## src/rtl/clkdiag_pkg.sv

```systemverilog
package clkdiag_pkg;

   typedef enum logic [2:0] {
      SRC_SHREG  = 3'b000,
      SRC_ONE    = 3'b001,
      SRC_REF16  = 3'b010,
      SRC_MCNT   = 3'b011,
      SRC_MAIN   = 3'b100,
      SRC_ZERO   = 3'b101,
      SRC_BYPASS = 3'b110,
      SRC_MAIN4  = 3'b111
   } src_sel_e;

   // post-divide ratio from the 2-bit code (order is behavioural)
   function automatic int unsigned post_ratio(input logic [1:0] code);
      case (code)
         2'b00:   return 2;
         2'b01:   return 4;
         2'b10:   return 8;
         default: return 1;
      endcase
   endfunction

endpackage

```

## src/rtl/clkdiag_tdiv.sv

```systemverilog
module clkdiag_tdiv #(
   parameter int unsigned HALF = 8
) (
   input  logic clk,
   input  logic rst_n,
   input  logic clr,
   input  logic tick,
   output logic q
);
   localparam int unsigned CW = (HALF > 1) ? $clog2(HALF) : 1;

   if (HALF < 1) begin : g_bad
      $error("clkdiag_tdiv: HALF must be at least 1");
   end

   if (HALF == 1) begin : g_toggle
      always_ff @(posedge clk) begin
         if (!rst_n || clr) q <= 1'b0;
         else if (tick)     q <= ~q;
      end
   end else begin : g_count
      logic [CW-1:0] cnt;
      always_ff @(posedge clk) begin
         if (!rst_n || clr) begin
            cnt <= '0;
            q   <= 1'b0;
         end else if (tick) begin
            if (cnt == CW'(HALF - 1)) begin
               cnt <= '0;
               q   <= ~q;
            end else begin
               cnt <= cnt + 1'b1;
            end
         end
      end
   end

   AST_TDIV_HOLD: assert property (@(posedge clk) disable iff (!rst_n)
      (!tick && !clr) |=> $stable(q));
endmodule

```

## src/rtl/clkdiag_mcnt.sv

```systemverilog
module clkdiag_mcnt #(
   parameter int unsigned MW = 9
) (
   input  logic          clk,
   input  logic          rst_n,
   input  logic          clr,
   input  logic          tick,
   input  logic [MW-1:0] mval,
   output logic          pulse
);
   if (MW < 2) begin : g_bad
      $error("clkdiag_mcnt: MW must be at least 2");
   end

   logic [MW-1:0] cnt;
   logic [MW-1:0] meff;
   logic          term;

   always_comb begin
      meff = (mval <= MW'(1)) ? MW'(1) : mval;
      term = (cnt >= meff - MW'(1));
   end

   always_ff @(posedge clk) begin
      if (!rst_n || clr) begin
         cnt   <= '0;
         pulse <= 1'b0;
      end else if (tick) begin
         pulse <= term;
         cnt   <= term ? '0 : cnt + 1'b1;
      end else begin
         pulse <= 1'b0;
      end
   end

   AST_MPULSE_AFTER_TICK: assert property (@(posedge clk) disable iff (!rst_n)
      pulse |-> $past(tick));
endmodule

```

## src/rtl/clkdiag_ndiv.sv

```systemverilog
module clkdiag_ndiv
   import clkdiag_pkg::*;
#(
   parameter int unsigned NW = 2
) (
   input  logic          clk,
   input  logic          rst_n,
   input  logic          clr,
   input  logic          tick,
   input  logic [NW-1:0] code,
   output logic          q
);
   if (NW != 2) begin : g_bad
      $error("clkdiag_ndiv: NW must be 2");
   end

   logic [2:0] cnt;
   logic [2:0] half_m1;
   logic       pass;

   always_comb begin
      pass    = (post_ratio(code) == 1);
      half_m1 = 3'(post_ratio(code) / 2 - 1);
   end

   always_ff @(posedge clk) begin
      if (!rst_n || clr) begin
         cnt <= '0;
         q   <= 1'b0;
      end else if (pass) begin
         cnt <= '0;
         q   <= tick;
      end else if (tick) begin
         if (cnt >= half_m1) begin
            cnt <= '0;
            q   <= ~q;
         end else begin
            cnt <= cnt + 1'b1;
         end
      end
   end

   AST_PASS_ONE_CYCLE: assert property (@(posedge clk) disable iff (!rst_n)
      (pass && !clr && !tick) |=> !q);
   AST_EVEN_HOLD: assert property (@(posedge clk) disable iff (!rst_n)
      (!pass && !clr && !tick) |=> $stable(q));
endmodule

```

## src/rtl/clkdiag_sel.sv

```systemverilog
module clkdiag_sel
   import clkdiag_pkg::*;
#(
   parameter int unsigned MW       = 9,
   parameter int unsigned NW       = 2,
   parameter int unsigned TW       = 3,
   parameter int unsigned REF_DIV  = 16,
   parameter int unsigned POST_DIV = 4
) (
   input  logic          clk,
   input  logic          rst_n,
   input  logic          vco_tick,
   input  logic          ref_tick,
   input  logic          sclk_tick,
   input  logic          shreg_bit,
   input  logic [TW-1:0] tsel,
   input  logic [MW-1:0] mval,
   input  logic [NW-1:0] ncode,
   output logic          main_out,
   output logic          test_out
);
   localparam int unsigned REF_HALF  = REF_DIV / 2;
   localparam int unsigned POST_HALF = POST_DIV / 2;

   if (TW != 3) begin : g_bad_tw
      $error("clkdiag_sel: TW must be 3");
   end
   if (REF_DIV < 2 || (REF_DIV % 2) != 0) begin : g_bad_ref
      $error("clkdiag_sel: REF_DIV must be even and at least 2");
   end
   if (POST_DIV < 2 || (POST_DIV % 2) != 0) begin : g_bad_post
      $error("clkdiag_sel: POST_DIV must be even and at least 2");
   end

   logic [TW-1:0] sel_q;
   logic [NW-1:0] ncode_q;
   logic          sel_chg, n_chg, clr_div;
   logic          bypass, feed;
   logic          m_pulse, ndiv_q, main_prev, main_rise;
   logic          ref_q, post_q;
   src_sel_e      src;

   always_ff @(posedge clk) begin
      if (!rst_n) begin
         sel_q   <= '0;
         ncode_q <= '0;
      end else begin
         sel_q   <= tsel;
         ncode_q <= ncode;
      end
   end

   always_comb begin
      src       = src_sel_e'(tsel);
      sel_chg   = (tsel != sel_q);
      n_chg     = (ncode != ncode_q);
      clr_div   = sel_chg || n_chg;
      bypass    = (src == SRC_BYPASS);
      feed      = bypass ? sclk_tick : vco_tick;
      main_rise = ndiv_q && !main_prev;
   end

   clkdiag_mcnt #(.MW(MW)) u_mcnt (
      .clk(clk), .rst_n(rst_n), .clr(clr_div), .tick(feed),
      .mval(mval), .pulse(m_pulse)
   );

   clkdiag_ndiv #(.NW(NW)) u_ndiv (
      .clk(clk), .rst_n(rst_n), .clr(clr_div), .tick(feed),
      .code(ncode), .q(ndiv_q)
   );

   clkdiag_tdiv #(.HALF(REF_HALF)) u_ref (
      .clk(clk), .rst_n(rst_n), .clr(sel_chg), .tick(ref_tick), .q(ref_q)
   );

   clkdiag_tdiv #(.HALF(POST_HALF)) u_post (
      .clk(clk), .rst_n(rst_n), .clr(clr_div), .tick(main_rise), .q(post_q)
   );

   always_ff @(posedge clk) begin
      if (!rst_n || clr_div) main_prev <= 1'b0;
      else                   main_prev <= ndiv_q;
   end

   assign main_out = ndiv_q;

   always_ff @(posedge clk) begin
      if (!rst_n) begin
         test_out <= 1'b0;
      end else begin
         unique case (src)
            SRC_SHREG:  test_out <= shreg_bit;
            SRC_ONE:    test_out <= 1'b1;
            SRC_REF16:  test_out <= ref_q;
            SRC_MCNT:   test_out <= m_pulse;
            SRC_MAIN:   test_out <= ndiv_q;
            SRC_ZERO:   test_out <= 1'b0;
            SRC_BYPASS: test_out <= m_pulse;
            SRC_MAIN4:  test_out <= post_q;
            default:    test_out <= 1'b0;
         endcase
      end
   end

   AST_SHREG_PATH: assert property (@(posedge clk) disable iff (!rst_n)
      (tsel == 3'b000) |=> (test_out == $past(shreg_bit)));
   AST_CONST_ONE: assert property (@(posedge clk) disable iff (!rst_n)
      (tsel == 3'b001) |=> test_out);
   AST_CONST_ZERO: assert property (@(posedge clk) disable iff (!rst_n)
      (tsel == 3'b101) |=> !test_out);
   AST_MAIN_FOLLOW: assert property (@(posedge clk) disable iff (!rst_n)
      (tsel == 3'b100) |=> (test_out == $past(main_out)));
   AST_CHANGE_CLEARS: assert property (@(posedge clk) disable iff (!rst_n)
      (ncode != ncode_q) |=> !main_out);
   AST_BYPASS_IGNORES_VCO: assert property (@(posedge clk) disable iff (!rst_n)
      (tsel == 3'b110 && !sclk_tick && tsel == sel_q && ncode == ncode_q && ncode != 2'b11)
      |=> $stable(main_out));
endmodule

```

## config.mk

```make
export PLATFORM = sky130hd
export DESIGN_NAME = clkdiag_sel
export DESIGN_NICKNAME = d
export VERILOG_FILES = /design/src/rtl/clkdiag_pkg.sv /design/src/rtl/clkdiag_tdiv.sv /design/src/rtl/clkdiag_mcnt.sv /design/src/rtl/clkdiag_ndiv.sv /design/src/rtl/clkdiag_sel.sv
export SDC_FILE = /design/constraint.sdc
export NUM_CORES = 1
export LEC_CHECK = 0
export BUFFER_PORTS_ARGS = -buffer_cell sky130_fd_sc_hd__buf_2
export CAP_MARGIN = 20
export CORE_UTILIZATION = 37
export CTS_CLUSTER_DIAMETER = 120
export CTS_CLUSTER_SIZE = 10
export DETAILED_ROUTE_END_ITERATION = 10
export GPL_TIMING_DRIVEN = 0
export HOLD_SLACK_MARGIN = 0.08
export PLACE_DENSITY_LB_ADDON = 0.15
export SETUP_SLACK_MARGIN = 0.2
export SYNTH_ARGS = -nofsm -noshare
export SYNTH_HDL_FRONTEND = slang
export SYNTH_HIERARCHICAL = 1
export SYNTH_SLANG_ARGS = --single-unit
```

## constraint.sdc

```tcl
create_clock -name clk -period 3.9 [get_ports clk]
set_clock_uncertainty 0.2 [all_clocks]
set_input_delay 0.78 -clock clk [delete_from_list [all_inputs] [get_ports clk]]
set_output_delay 0.78 -clock clk [all_outputs]
set_load 0.02 [all_outputs]
```

==> flow_metrics.py <==
metrics = {
    "run_status": {
        "status": "finished, final reports clean",
    },
    "global_route": {
        "grt_max_degree": 17,
        "antenna_found_initial": 0,
        "grt_pass1_wl_um": 4910,
        "grt_usage": 0.122,
        "grt_pass1_vias": 1157,
        "grt-ovfl-total": 0,
    },
    "placement": {
        "io_buffers": 19,
        "dp.cells": 259,
        "hpwl_um": 2240,
        "placed_area_um2": 1860,
        "pre_cts_slack_ps": 189,
        "gp_congestion": 0.742,
    },
    "yosys": {
        "syn_avg_cell_area_um2": 9.04,
        "synth_seq_area_share": 0.318,
        "synth_cell_types": 43,
        "syn_inst": 188,
        "synth_fp_nets": 225,
        "ys_ff_latch": 27,
        "syn_area_um2": 1700,
        "yosysWarningCount": 6,
    },
    "worst_setup_path": {
        "arrival_ps": 3420,
        "critPathLaunchType": "primary input",
        "setup.worst_path.class": "in -> reg",
        "end_kind": "flip-flop",
        "cp.required_ps": 3900,
        "cp_max_fo": 9,
    },
    "final_layout": {
        "multiInputGateArea_um2": 1120,
        "final_cells": 263,
        "final_util": 0.435,
        "drive_above_1_share": 0.194,
        "fin_nets": 249,
        "area_delta_synth_final_pct": 12.3,
        "regArea_um2": 541,
        "n_antenna_cell": 0,
        "fillers": 450,
        "final_area_um2": 1910,
    },
    "clocking": {
        "numClockSinks": 27,
        "htreeDepth": 1,
        "cts_setup_buffers": 0,
        "cts_buffers": 3,
        "clkTransAtPathRegs_ps": 90,
        "cts_root_buf": "clkbuf_8",
        "cts_hold_buffers": 0,
        "cts_tree": "done",
        "cts_resized": 0,
        "clockBufferDepth": 2,
        "clkLatencyLatePin_ps": 270,
    },
    "sta": {
        "finalSetupTns_ps": 0,
        "fin_ws_ps": 480,
        "fmax_mhz": 292,
        "rsz0062_at_grt": "no",
        "setup_viol_count_final": 0,
        "finalHoldViolations": 0,
        "worst_pin_slew_ps": 435,
        "period_share": 0.877,
        "slew_viol_final": 0,
        "layout_min_cycle_time_ps": 3420,
        "slew_headroom": 0.709,
    },
    "power_and_ir_drop": {
        "peakVddDrop_uv": 155,
        "power_density_nw_per_um2": 267,
        "p_leak_nw": 0.715,
    },
    "floorplanning": {
        "die_h_um": 69.8,
        "start_util": 0.388,
        "dieArea_um2": 4870,
        "io_pins": 22,
        "rows": 24,
        "die_x_um": 69.8,
        "coreArea_um2": 4380,
    },
    "drt": {
        "vias": 1323,
        "antenna_left": 0,
        "viasPerCell": 5.03,
        "wl_per_cell_um": 11.0,
        "drt_pass1_iterations": 4,
        "routed_wl_um": 2880,
        "first_iter_violations": 23,
        "post-route-drc-count": 0,
    },
    "job": {
        "maxCapViolations": 0,
    },
    "min_path": {
        "hold_path_class": "reg -> reg",
    },
}
[Yosys cell counts]
cell type	instances	area, µm²
dfxtp_1	27	541
ha_1	17	213
nand2_1	15	56.3
nand3_1	14	70.1
nor2_1	13	48.8
a21oi_1	11	55.1
xnor2_1	11	96.3
nand2b_1	9	56.3
nand3b_1	6	45.0
a31oi_1	5	31.3
and2_1	5	31.3
nor3_1	5	25.0
xor2_1	5	43.8
inv_1	4	15.0
a21oi_2	3	26.3
mux2i_1	3	30.0
buf_6	2	22.5
nand4_1	2	12.5
nand4b_1	2	17.5
nor3b_1	2	15.0
nor4_2	2	25.0
o21ai_1	2	10.0
o21bai_1	2	15.0
or3b_1	2	17.5
a2111oi_0	1	8.76
a211oi_4	1	20.0
a21bo_1	1	10.0
a21bo_2	1	10.0
a21o_2	1	8.76
a31oi_2	1	12.5
and3b_1	1	8.76
clkinv_1	1	3.75
mux2_2	1	11.3
nor2b_1	1	6.26
nor2b_2	1	8.76
nor3_2	1	10.0
o21ai_2	1	8.76
o31a_1	1	8.76
or2_1	1	6.26
or2_2	1	6.26
or2b_2	1	8.76
or3_1	1	6.26
xnor2_2	1	16.3
[per-layer routing]
layer	routed length, µm	vias up	global-route usage
met3	78	2	0.0305
met1	1510	600	0.164
met4	21	0	0.0267
met2	1280	11	0.197
li1	-	710	-
met5	0	-	0
[layout by cell type, fill, tap and decap left out, drive strengths merged, types with 4 or more instances in the layout]
master	Yosys	final
dfxtp	27	27
buf	2	21
ha	17	17
nand2	15	15
nand3	14	14
a21oi	14	14
nor2	13	13
xnor2	12	12
nand2b	9	9
nand3b	6	6
nor3	6	6
a31oi	6	6
and2	5	5
xor2	5	5
inv	4	4
[cells by family (layout without fill, tap and decap cells)]
kind of cell             Yosys count  after routing  share of synthesized area
flip-flops                        27             27                      0.318
buffers and inverters              7             30                     0.0243
multiplexers                       4              4                     0.0243
AO/OA/AOI/OAI                     31             31                      0.133
adder cells (fa/ha/maj)           17             17                      0.125
XOR/XNOR                          17             17                     0.0920
AND/OR/NAND/NOR                   85             85                      0.284
[stage by stage]
step                      hold slack [ps]  power, mW
after CTS                             304      0.518
after global placement                283      0.358
after global routing                  341      0.539
after floorplan                       265      0.333
final                                 298      0.509
after detailed placement              289      0.358
[registers in the layout, summed over array words and instances, names as in the netlist]
register / count
u_post/g_count.cnt: 1
u_mcnt/pulse: 1
ncode_q: 2
u_ref/g_count.cnt: 3
u_ref/q: 1
main_prev: 1
u_mcnt/cnt: 9
sel_q: 3
test_out: 1
u_ndiv/cnt: 3
u_ndiv/q: 1
u_post/q: 1
[worst max-delay path: stages]
cell,delay [ps]
buf_2,130
nor4_2,60
a21oi_1,230
ha_1,240
nand2_1,80
or3_1,360
nor3_2,140
xnor2_1,140
ha_1,280
a21oi_1,140
o21ai_1,130
a211oi_4,390
nand3_1,130
a31oi_1,180
[worst paths after layout]
path                                                 start                          to  slack (ps)  cells past startpoint
worst min-delay path            u_mcnt/cnt[0]$_SDFFE_PP0P_  u_mcnt/cnt[0]$_SDFFE_PP0P_         300                      2
worst max-delay path                               mval[6]  u_mcnt/cnt[3]$_SDFFE_PP0P_         480                     14
worst max register to register  u_mcnt/cnt[0]$_SDFFE_PP0P_  u_mcnt/cnt[3]$_SDFFE_PP0P_        1920                      7
worst min register to register  u_mcnt/cnt[0]$_SDFFE_PP0P_  u_mcnt/cnt[0]$_SDFFE_PP0P_         300                      2
[layout make-up]
| class | count | share of cell area |
|---|---|---|
| inverter | 5 | 0.00984 |
| buffer | 2 | 0.0118 |
| clock inverter | 1 | 0.00393 |
| multi-input combinational | 154 | 0.586 |
| timing repair buffer | 19 | 0.0498 |
| sequential | 27 | 0.283 |
| clock buffer | 3 | 0.0216 |
| tap | 52 | 0.0341 |
[power by group]
part / total, mW / switching [mW] / internal (mW)
sequential: 0.281 / 0.00179 / 0.279
combinational: 0.0699 / 0.0373 / 0.0326
clock: 0.159 / 0.0861 / 0.0724
total: 0.509 / 0.125 / 0.384
No activity file was read; power rests on OpenSTA's default activity.
